==> src/rtl/amu_pkg.sv <==
package amu_pkg;
  localparam int OP_W = 3;

  typedef enum logic [OP_W-1:0] {
    OP_LOAD  = 3'd0,
    OP_STORE = 3'd1,
    OP_TAS   = 3'd2,
    OP_SWAP  = 3'd3,
    OP_CAS   = 3'd4
  } amu_op_e;

  typedef enum logic [1:0] {
    ST_IDLE = 2'd0,
    ST_EXEC = 2'd1,
    ST_RESP = 2'd2
  } amu_state_e;
endpackage

==> src/rtl/amu_rr_arbiter.sv <==
module amu_rr_arbiter #(
  parameter int N_REQ = 3,
  localparam int IDX_W = (N_REQ > 1) ? $clog2(N_REQ) : 1
) (
  input  logic             clk,
  input  logic             rst_n,
  input  logic [N_REQ-1:0] req,
  output logic [N_REQ-1:0] grant,
  output logic [IDX_W-1:0] grant_idx
);
  logic [IDX_W-1:0] last_q, last_d;
  logic             found;
  logic             adv_en;

  always_comb begin
    grant     = '0;
    grant_idx = '0;
    found     = 1'b0;
    for (int off = 1; off <= N_REQ; off++) begin
      int k;
      k = int'(last_q) + off;
      if (k >= N_REQ) k = k - N_REQ;
      if (!found && req[k]) begin
        found     = 1'b1;
        grant[k]  = 1'b1;
        grant_idx = IDX_W'(k);
      end
    end
  end

  assign adv_en = found;
  assign last_d = grant_idx;

  always_ff @(posedge clk or negedge rst_n) begin
    if (!rst_n)      last_q <= IDX_W'(N_REQ - 1);
    else if (adv_en) last_q <= last_d;
  end
endmodule

==> src/rtl/amu_storage.sv <==
module amu_storage #(
  parameter int ADDR_W = 4,
  parameter int DATA_W = 16,
  localparam int DEPTH = 1 << ADDR_W
) (
  input  logic              clk,
  input  logic              rd_en,
  input  logic [ADDR_W-1:0] rd_addr,
  output logic [DATA_W-1:0] rd_data,
  input  logic              wr_en,
  input  logic [ADDR_W-1:0] wr_addr,
  input  logic [DATA_W-1:0] wr_data
);
  logic [DATA_W-1:0] cells [DEPTH];

  always_ff @(posedge clk) begin
    if (wr_en) cells[wr_addr] <= wr_data;
  end

  always_ff @(posedge clk) begin
    if (rd_en) rd_data <= cells[rd_addr];
  end
endmodule

==> src/rtl/amu_alu.sv <==
module amu_alu
  import amu_pkg::*;
#(
  parameter int DATA_W = 16
) (
  input  logic [OP_W-1:0]   op,
  input  logic [DATA_W-1:0] old_val,
  input  logic [DATA_W-1:0] operand,
  input  logic [DATA_W-1:0] compare,
  output logic [DATA_W-1:0] new_val,
  output logic              do_write,
  output logic              ok
);
  always_comb begin
    new_val  = old_val;
    do_write = 1'b0;
    ok       = 1'b0;
    case (op)
      OP_LOAD: ok = 1'b1;
      OP_STORE: begin
        new_val  = operand;
        do_write = 1'b1;
        ok       = 1'b1;
      end
      OP_TAS: begin
        new_val  = DATA_W'(1);
        do_write = 1'b1;
        ok       = (old_val == '0);
      end
      OP_SWAP: begin
        new_val  = operand;
        do_write = 1'b1;
        ok       = 1'b1;
      end
      OP_CAS: begin
        if (compare == old_val) begin
          new_val  = operand;
          do_write = 1'b1;
          ok       = 1'b1;
        end
      end
      default: ok = 1'b0;
    endcase
  end
endmodule

==> src/rtl/atomic_mem_unit.sv <==
module atomic_mem_unit
  import amu_pkg::*;
#(
  parameter int N_REQ  = 3,
  parameter int ADDR_W = 4,
  parameter int DATA_W = 16,
  localparam int IDX_W = (N_REQ > 1) ? $clog2(N_REQ) : 1
) (
  input  logic                    clk,
  input  logic                    rst_n,
  input  logic [N_REQ-1:0]        req_valid,
  output logic [N_REQ-1:0]        req_ready,
  input  logic [N_REQ*OP_W-1:0]   req_op,
  input  logic [N_REQ*ADDR_W-1:0] req_addr,
  input  logic [N_REQ*DATA_W-1:0] req_wdata,
  input  logic [N_REQ*DATA_W-1:0] req_cmp,
  output logic [N_REQ-1:0]        rsp_valid,
  input  logic [N_REQ-1:0]        rsp_ready,
  output logic [DATA_W-1:0]       rsp_data,
  output logic                    rsp_ok
);
  // reset: asserted asynchronously, released on a clock edge
  logic [1:0] rst_sync_q;
  logic       rst_int_n;

  always_ff @(posedge clk or negedge rst_n) begin
    if (!rst_n) rst_sync_q <= 2'b00;
    else        rst_sync_q <= {rst_sync_q[0], 1'b1};
  end
  assign rst_int_n = rst_sync_q[1];

  amu_state_e        state_q, state_d;
  logic [IDX_W-1:0]  owner_q;
  logic [OP_W-1:0]   op_q;
  logic [ADDR_W-1:0] addr_q;
  logic [DATA_W-1:0] wdata_q, cmp_q;
  logic [DATA_W-1:0] rsp_data_q;
  logic              rsp_ok_q;

  logic [N_REQ-1:0]  arb_req, arb_grant;
  logic [IDX_W-1:0]  arb_idx;
  logic              accept, cap_en, rsp_en;
  logic [OP_W-1:0]   sel_op;
  logic [ADDR_W-1:0] sel_addr;
  logic [DATA_W-1:0] sel_wdata, sel_cmp;
  logic [DATA_W-1:0] mem_rdata, alu_new;
  logic              alu_wr, alu_ok, mem_wr;

  // grants only while idle and out of reset, which keeps the port locked
  assign arb_req   = (state_q == ST_IDLE && rst_int_n) ? req_valid : '0;
  assign req_ready = arb_grant;
  assign accept    = |arb_grant;
  assign cap_en    = accept;
  assign rsp_en    = (state_q == ST_EXEC);
  assign mem_wr    = rsp_en && alu_wr;

  amu_rr_arbiter #(.N_REQ(N_REQ)) u_arb (
    .clk       (clk),
    .rst_n     (rst_int_n),
    .req       (arb_req),
    .grant     (arb_grant),
    .grant_idx (arb_idx)
  );

  always_comb begin
    sel_op    = '0;
    sel_addr  = '0;
    sel_wdata = '0;
    sel_cmp   = '0;
    for (int i = 0; i < N_REQ; i++) begin
      if (arb_grant[i]) begin
        sel_op    = req_op[i*OP_W +: OP_W];
        sel_addr  = req_addr[i*ADDR_W +: ADDR_W];
        sel_wdata = req_wdata[i*DATA_W +: DATA_W];
        sel_cmp   = req_cmp[i*DATA_W +: DATA_W];
      end
    end
  end

  amu_storage #(.ADDR_W(ADDR_W), .DATA_W(DATA_W)) u_mem (
    .clk     (clk),
    .rd_en   (accept),
    .rd_addr (sel_addr),
    .rd_data (mem_rdata),
    .wr_en   (mem_wr),
    .wr_addr (addr_q),
    .wr_data (alu_new)
  );

  amu_alu #(.DATA_W(DATA_W)) u_alu (
    .op       (op_q),
    .old_val  (mem_rdata),
    .operand  (wdata_q),
    .compare  (cmp_q),
    .new_val  (alu_new),
    .do_write (alu_wr),
    .ok       (alu_ok)
  );

  always_comb begin
    state_d = state_q;
    case (state_q)
      ST_IDLE: if (accept) state_d = ST_EXEC;
      ST_EXEC: state_d = ST_RESP;
      ST_RESP: if (rsp_ready[owner_q]) state_d = ST_IDLE;
      default: state_d = ST_IDLE;
    endcase
  end

  always_ff @(posedge clk or negedge rst_int_n) begin
    if (!rst_int_n) state_q <= ST_IDLE;
    else            state_q <= state_d;
  end

  always_ff @(posedge clk or negedge rst_int_n) begin
    if (!rst_int_n) begin
      owner_q <= '0;
      op_q    <= '0;
      addr_q  <= '0;
      wdata_q <= '0;
      cmp_q   <= '0;
    end else if (cap_en) begin
      owner_q <= arb_idx;
      op_q    <= sel_op;
      addr_q  <= sel_addr;
      wdata_q <= sel_wdata;
      cmp_q   <= sel_cmp;
    end
  end

  always_ff @(posedge clk or negedge rst_int_n) begin
    if (!rst_int_n) begin
      rsp_data_q <= '0;
      rsp_ok_q   <= 1'b0;
    end else if (rsp_en) begin
      rsp_data_q <= mem_rdata;
      rsp_ok_q   <= alu_ok;
    end
  end

  always_comb begin
    rsp_valid = '0;
    if (state_q == ST_RESP) rsp_valid[owner_q] = 1'b1;
  end

  assign rsp_data = rsp_data_q;
  assign rsp_ok   = rsp_ok_q;
endmodule

==> config.mk <==
export PLATFORM = sky130hd
export DESIGN_NAME = atomic_mem_unit
export DESIGN_NICKNAME = d
export VERILOG_FILES = /design/src/rtl/amu_pkg.sv /design/src/rtl/amu_rr_arbiter.sv /design/src/rtl/amu_storage.sv /design/src/rtl/amu_alu.sv /design/src/rtl/atomic_mem_unit.sv
export SDC_FILE = /design/constraint.sdc
export NUM_CORES = 1
export LEC_CHECK = 0
export BUFFER_PORTS_ARGS = -buffer_cell sky130_fd_sc_hd__buf_2
export CORE_MARGIN = 2
export CORE_UTILIZATION = 30
export CTS_BUF_LIST = sky130_fd_sc_hd__clkbuf_8
export DETAILED_ROUTE_END_ITERATION = 6
export HOLD_SLACK_MARGIN = 0.08
export PLACE_DENSITY = 0.47
export REMOVE_ABC_BUFFERS = 1
export SETUP_SLACK_MARGIN = 0.1
export SYNTH_ARGS = -nofsm -noshare
export SYNTH_HDL_FRONTEND = slang
export SYNTH_SLANG_ARGS = --single-unit
==> constraint.sdc <==
create_clock -name clk -period 5.2 [get_ports clk]
set_clock_uncertainty 0.15 [all_clocks]
set_input_delay 0.78 -clock clk [delete_from_list [all_inputs] [get_ports clk]]
set_output_delay 0.78 -clock clk [all_outputs]
set_load 0.005 [all_outputs]
==> results.cfg, run 1 <==
[status]
status = finished clean

[worst_setup_path]
path_class = register to output pin
crit_chain = inv_1, ha_2, mux2_1, a222oi_1, nand4_1, and2_4, buf_4, inv_2, buf_6, buf_2
cp_slowest_cell = dfstp_2
critical_path.max_stage_delay_ns = 0.55
cp.arrival_ns = 3.95
reg2reg_slack_ns = 0.71
worst_setup_path_start_kind = register
path_delay_family = buffers and inverters
end_kind = output pin
required_ns = 4.27
r2r_start = u_arb.last_q[1]
path_max_fanout = 36
crit_start = u_arb.last_q[1]
critPathBufInv = 5

[drt]
drcViolationCount = 0
wl_per_cell_microns = 22.6
vias = 10700
viasPerCell = 5.24
drt-pass1-iter-count = 5
drt_iter0_markers = 962
drt-total-wl_microns = 46100
antenna_left = 0

[finish]
fin_util = 0.358
final_cells = 2039
fill_cells = 4785
nets = 1470
layout-drive-gt1-share = 0.242
syn2layout_area_growth_pct = 17.2

[floorplanning]
dieArea_sq_mm = 0.0518
die_x_microns = 228
ios = 148
core-area_sq_mm = 0.0492
initial_utilization = 0.305
die_h_microns = 228
rows = 81

[timing]
finalCritPeriodShare = 0.938
rsz0062_at_grt = false
relSlewSlack = 0.206
clock.fmax_ghz = 0.205
final-setup-viol-count = 0
maxSlewViolCount = 0
worst_slew_pin_slew_ns = 1.19
final_hold_viol_count = 0
hold_ws_ns = 0.204
layout_min_cycle_time_ns = 4.88

[logic_synthesis]
async_reset_ff_frac = 0.190
ys_warn_count = 0
synth_top_area_share = 0.545
ys_seq_area_frac = 0.652
synthAdderAreaFrac = 0.00501
synthSimpleGateAreaFrac = 0.121
ys.flop_type = edfxtp_1
synthDistinctLibCells = 68
synth_area_leaders = edfxtp_1, dfrtp_1, nand3_1
synth_top_family_by_area = compound AO/OA/AOI/OAI gates
synth_edf_count = 272
netlist_area_sq_mm = 0.0150
synthCells = 1184
synth-compound-area-share = 0.132
synth_xor_area_frac = 0.00935
avgSynthCellArea_sq_um = 12.7
synthMuxAreaShare = 0.0500
ys_seq_elements = 336
synth.largest_area_cell = edfxtp_1

[power]
p_leak_nw = 6.35
power_mw = 11.6
seq_power_share = 0.375
ir_worst_vdd_uv = 309
pwr-share-clk = 0.181
p_per_area_mw_per_mm2 = 658
sw_frac_of_total = 0.416
internal_power_mw = 6.75
switchingPower_mw = 4.81
pwr-share-comb = 0.444

[global_routing]
grt_pass1_wl_microns = 67700
overflow = 0
grt_max_degree = 97
grt_usage = 0.176
grt_pass1_vias = 10500
antenna_found_initial = 1

[placed_design]
place.gp.congestion = 0.805
hpwl_microns = 27900
dp.cells = 1943
port_buffers = 147

[clock_tree]
htreeDepth = 2
root_buffer = clkbuf_8
clkTransAtPathRegs_ns = 0.05
clk_path_buf_depth = 3
cts_buffers = 56
clkSinkCount = 336
cts_tree = yes
worstSkewPairLatency_ns = 0.62

[flow_run]
max_cap_violations = 0

[worst_hold_path]
min_path_type = register to register
hp-start = rst_sync_q[0]
-- cell type report --
class / instances / area [sq um] / area share
sequential: 336 / 9770 / 0.556
multi-input combinational: 742 / 4860 / 0.276
timing repair buffer: 190 / 1100 / 0.0627
tap: 664 / 831 / 0.0473
clock buffer: 57 / 785 / 0.0446
clock inverter: 36 / 176 / 0.0100
inverter: 13 / 48.8 / 0.00278
antenna: 1 / 2.50 / 0.000142
-- metal layers --
metal / up-vias / wire [microns] / global-route usage
met1: 5338 / 20900 / 0.235
met2: 366 / 22000 / 0.302
met4: 0 / 749 / 0.0415
met5: - / 0 / 0
li1: 4929 / - / -
met3: 58 / 2500 / 0.0274
-- sequential cells by signal (all words and copies together), names as in the netlist --
signal / flops
owner_q: 2
op_q: 3
wdata_q: 16
cmp_q: 16
u_mem.cells: 256
rsp_ok: 1
rsp_data: 16
u_mem.rd_data: 16
rst_sync_q: 2
addr_q: 4
state_q: 2
u_arb.last_q: 2
-- power by group through the flow --
stage	logic (mW)	clock network, mW	registers [mW]
detailed placement	5.11	0	4.39
global route	5.65	2.27	4.39
floorplan	3.29	0	4.19
global placement	5.10	0	4.38
CTS	5.16	2.15	4.34
finish	5.13	2.09	4.34
-- cell usage after synthesis (2+ instances only) --
| cell | count |
|---|---|
| edfxtp_1 | 272 |
| nand3_1 | 200 |
| o21ai_0 | 101 |
| nand2_1 | 73 |
| dfrtp_1 | 63 |
| clkbuf_1 | 55 |
| a21oi_1 | 43 |
| a221o_1 | 35 |
| mux2_2 | 34 |
| mux2i_1 | 34 |
| a31oi_1 | 33 |
| nand4_1 | 23 |
| nor2_1 | 23 |
| buf_2 | 22 |
| a22oi_1 | 17 |
| a22o_1 | 16 |
| o221ai_1 | 16 |
| xnor2_1 | 12 |
| inv_1 | 10 |
| nand2b_1 | 9 |
| buf_1 | 8 |
| ha_1 | 6 |
| nor3_1 | 6 |
| nor4_1 | 6 |
| buf_6 | 5 |
| nor3b_1 | 4 |
| xor2_1 | 4 |
| buf_4 | 3 |
| inv_2 | 3 |
| o31ai_1 | 3 |
| a21o_1 | 2 |
| a31o_2 | 2 |
| and2_1 | 2 |
| and4_1 | 2 |
| o2111a_1 | 2 |
| o21a_1 | 2 |
| or2_2 | 2 |
-- per-stage QoR --
| stage | TNS [ns] | worst slack (ns) | instance area, sq um |
|---|---|---|---|
| after CTS | 0 | 0.151 | 17600 |
| after global routing | 0 | 0.143 | 17600 |
| after global placement | 0 | 0.846 | 16600 |
| final | 0 | 0.321 | 17600 |
| after floorplan | -94.24 | -1.96 | 14600 |
| after detailed placement | 0 | 0.774 | 16600 |
-- layout by cell type (no fill, tap or decap), drive strengths merged, types with 12 or more instances in the layout --
| master | n |
|---|---|
| clkbuf | 57 |
| o221ai | 16 |
| buf | 189 |
| nand4 | 23 |
| edfxtp | 272 |
| nand3 | 200 |
| mux2 | 36 |
| a22o | 16 |
| inv | 32 |
| clkinv | 15 |
| nor2 | 23 |
| dfrtp | 63 |
| a21oi | 44 |
| o21ai | 102 |
| xnor2 | 12 |
| a22oi | 17 |
| nand2 | 74 |
| a221o | 35 |
| a31oi | 33 |
| mux2i | 34 |
-- worst register-to-register path: stages, from the launching register on --
cell and delay [ns]:
dfstp_2 0.55, inv_1 0.10, ha_2 0.47, mux2_1 0.35, a222oi_1 0.46, buf_4 0.19, and4_1 0.18, o31ai_1 0.07
o2111ai_1 0.26, nor4bb_4 0.36, buf_4 0.47, nand3_1 0.24, a22oi_1 0.23, o221ai_1 0.14
-- path summary, 6_finish.rpt --
| path | endpoint | cells after the start |
|---|---|---|
| worst max register to register | u_mem.rd_data[4] | 13 |
| worst max-delay path | req_ready[1] | 10 |
| worst min-delay path | rst_sync_q[1] | 0 |
| min in group asynchronous | owner_q[0] | 1 |
| worst min register to register | rst_sync_q[1] | 0 |
| max in group asynchronous | rsp_data[0] | 1 |
-- cell families after synthesis --
kind of cell | Yosys count
other | 1
adders and majority gates | 6
buffers and inverters | 106
muxes | 70
AOI/OAI and AO/OA | 288
and+or+nand+nor | 361
xor gates and xnor gates | 16
DFF | 336
-- what timing repair did --
action                     CTS  global route
setup endpoints to repair    0             1
hold endpoints to repair     2             0
buffers inserted             0             1
gates resized for setup      0             2
hold buffers                 1             0
Note: power is estimated with default switching activity, not from simulation.
==> run 2: changes to the inputs <==
--- a/config.mk
+++ b/config.mk
@@ -12,7 +12,6 @@
 export DETAILED_ROUTE_END_ITERATION = 6
 export HOLD_SLACK_MARGIN = 0.08
 export PLACE_DENSITY = 0.47
-export REMOVE_ABC_BUFFERS = 1
 export SETUP_SLACK_MARGIN = 0.1
 export SYNTH_ARGS = -nofsm -noshare
 export SYNTH_HDL_FRONTEND = slang
==> results.cfg, run 2 (same netlist as run 1, synthesis figures left out) <==
[status]
status = finished clean

[placed_design]
place.gp.congestion = 0.817
place_ws_ns = 0.598
port_buffers = 147
hpwl_microns = 28100

[drt]
wl_per_cell_microns = 22.6
antenna_left = 0
drt-total-wl_microns = 46500
vias = 10800
viasPerCell = 5.26
drt_iter0_markers = 845
drt-pass1-iter-count = 5
drcViolationCount = 0

[worst_setup_path]
end_kind = output pin
path_class = register to output pin
worst_setup_path_start_kind = register
cp.arrival_ns = 3.93
cp_slowest_cell = dfstp_2
reg2reg_slack_ns = 0.64
path_max_fanout = 39
r2r_start = u_arb.last_q[1]
path_delay_family = buffers and inverters
required_ns = 4.27
crit_chain = inv_1, ha_1, mux2_2, a222oi_1, buf_4, nand4_1, and2_4, inv_2, buf_4, buf_2
r2r_end = u_mem.rd_data[13]
critical_path.max_stage_delay_ns = 0.55
critPathBufInv = 5
r2r.worst_path.cells = 12
worst_path_most_repeated_cell = buf_4

[timing]
worst_slew_pin_slew_ns = 1.15
relSlewSlack = 0.229
maxSlewViolCount = 0
finalCritPeriodShare = 0.935
layout_min_cycle_time_ns = 4.86
setup-tns-final_ns = 0
fin_ws_ns = 0.338
clock.fmax_ghz = 0.206
rsz0062_at_grt = true
final_hold_viol_count = 0
final-setup-viol-count = 0

[global_routing]
grt_max_degree = 97
antenna_found_initial = 2
grt_usage = 0.178
grt_pass1_vias = 10700
overflow = 0
grt_pass1_wl_microns = 68200

[floorplanning]
die_x_microns = 228
dieArea_sq_mm = 0.0518
ios = 148
rows = 81
die_h_microns = 228
core-area_sq_mm = 0.0492
initial_utilization = 0.305

[finish]
top_register = u_mem.cells
nets = 1479
layout_common_cells = edfxtp_1, nand3_1, buf_2
largest_reg_flops = 256
syn2layout_area_growth_pct = 18.6
fill_cells = 4842
mostFrequentLayoutCell = edfxtp_1
layout-drive-gt1-share = 0.241

[clock_tree]
root_buffer = clkbuf_8
clkSinkCount = 336
clk_path_buf_depth = 3
htreeDepth = 2
worstSkewPairLatency_ns = 0.63
cts_buffers = 57
clkTransAtPathRegs_ns = 0.06
cts_tree = yes

[power]
p_per_area_mw_per_mm2 = 662
power_mw = 11.8
ir_worst_vdd_uv = 389
p_leak_nw = 6.51

[logic_synthesis]
syn_nets = 1315

[worst_hold_path]
min_path_type = register to asynchronous set/reset pin

[flow_run]
max_cap_violations = 0
## run 2: changes by cell type in the layout (fill, tap and decap cells not counted), moves of 2 or more
cell      previous run  this run
buf_12               3         9
clkinv_2             5         2
clkinv_1            10         8
inv_1               28        42
inv_8                0         2
## run 2: worst max-delay path by stage
stage | start | to | slack (ns) | cells past startpoint
floorplan | rst_sync_q[1] | u_mem.rd_data[10] | 0.59 | 14
global placement | u_arb.last_q[1] | u_mem.rd_data[13] | 0.76 | 12
detailed placement | u_arb.last_q[1] | u_mem.rd_data[7] | 0.60 | 12
CTS | u_arb.last_q[1] | req_ready[1] | 0.18 | 9
global route | u_arb.last_q[1] | req_ready[1] | 0.05 | 10
finish | u_arb.last_q[1] | req_ready[1] | 0.34 | 10
## run 2: area by class of cell
type	instances	area, sq um	area share
inverter	13	48.8	0.00274
clock inverter	46	243	0.0136
timing repair buffer	198	1240	0.0697
tap	664	831	0.0467
sequential	336	9770	0.549
clock buffer	58	798	0.0449
multi-input combinational	742	4850	0.273
antenna	1	2.50	0.000141
## run 2: worst reg2reg max path: stages, from the launching register on
cell       delay [ns]
dfstp_2          0.55
inv_1            0.08
ha_1             0.53
mux2_2           0.41
a21oi_1          0.22
o2111a_1         0.20
o22ai_1          0.14
o2111ai_1        0.55
nor4bb_4         0.38
buf_4            0.48
nand3_1          0.23
a22oi_1          0.22
o221ai_1         0.15
## run 2: power breakdown
part           internal, mW  switching [mW]  leakage, nW  total (mW)
clock                  1.13            1.06        0.648        2.19
sequential             3.93           0.462         3.25        4.39
combinational          1.84            3.35         2.62        5.19
total                  6.91            4.87         6.51        11.8
## run 2: stage by stage
stage / hold WS, ns / instance area [sq um] / cells / utilization
after global routing: 0.130 / 17800 / 2057 / 0.362
after floorplan: 0.181 / 15000 / 1184 / -
final: 0.115 / 17800 / 2058 / 0.362
after global placement: -0.0223 / 16700 / 1950 / 0.340
after CTS: 0.117 / 17800 / 2056 / 0.362
after detailed placement: -0.0254 / 16700 / 1950 / 0.340
## run 2: timing repair
| action | in CTS | in global routing |
|---|---|---|
| buffers inserted | 0 | 1 |
| endpoints found under the setup margin | 0 | 2 |
| hold buffers | 2 | 0 |
| gates resized for setup | 0 | 1 |
| hold endpoints to repair | 9 | 0 |
## run 2: per-layer routing
layer | global-route usage | vias up | wire (microns)
met4 | 0.0561 | 4 | 1280
met5 | 0 | - | 27
met3 | 0.0370 | 92 | 3010
met2 | 0.281 | 376 | 21000
met1 | 0.246 | 5399 | 21200
li1 | - | 4963 | -
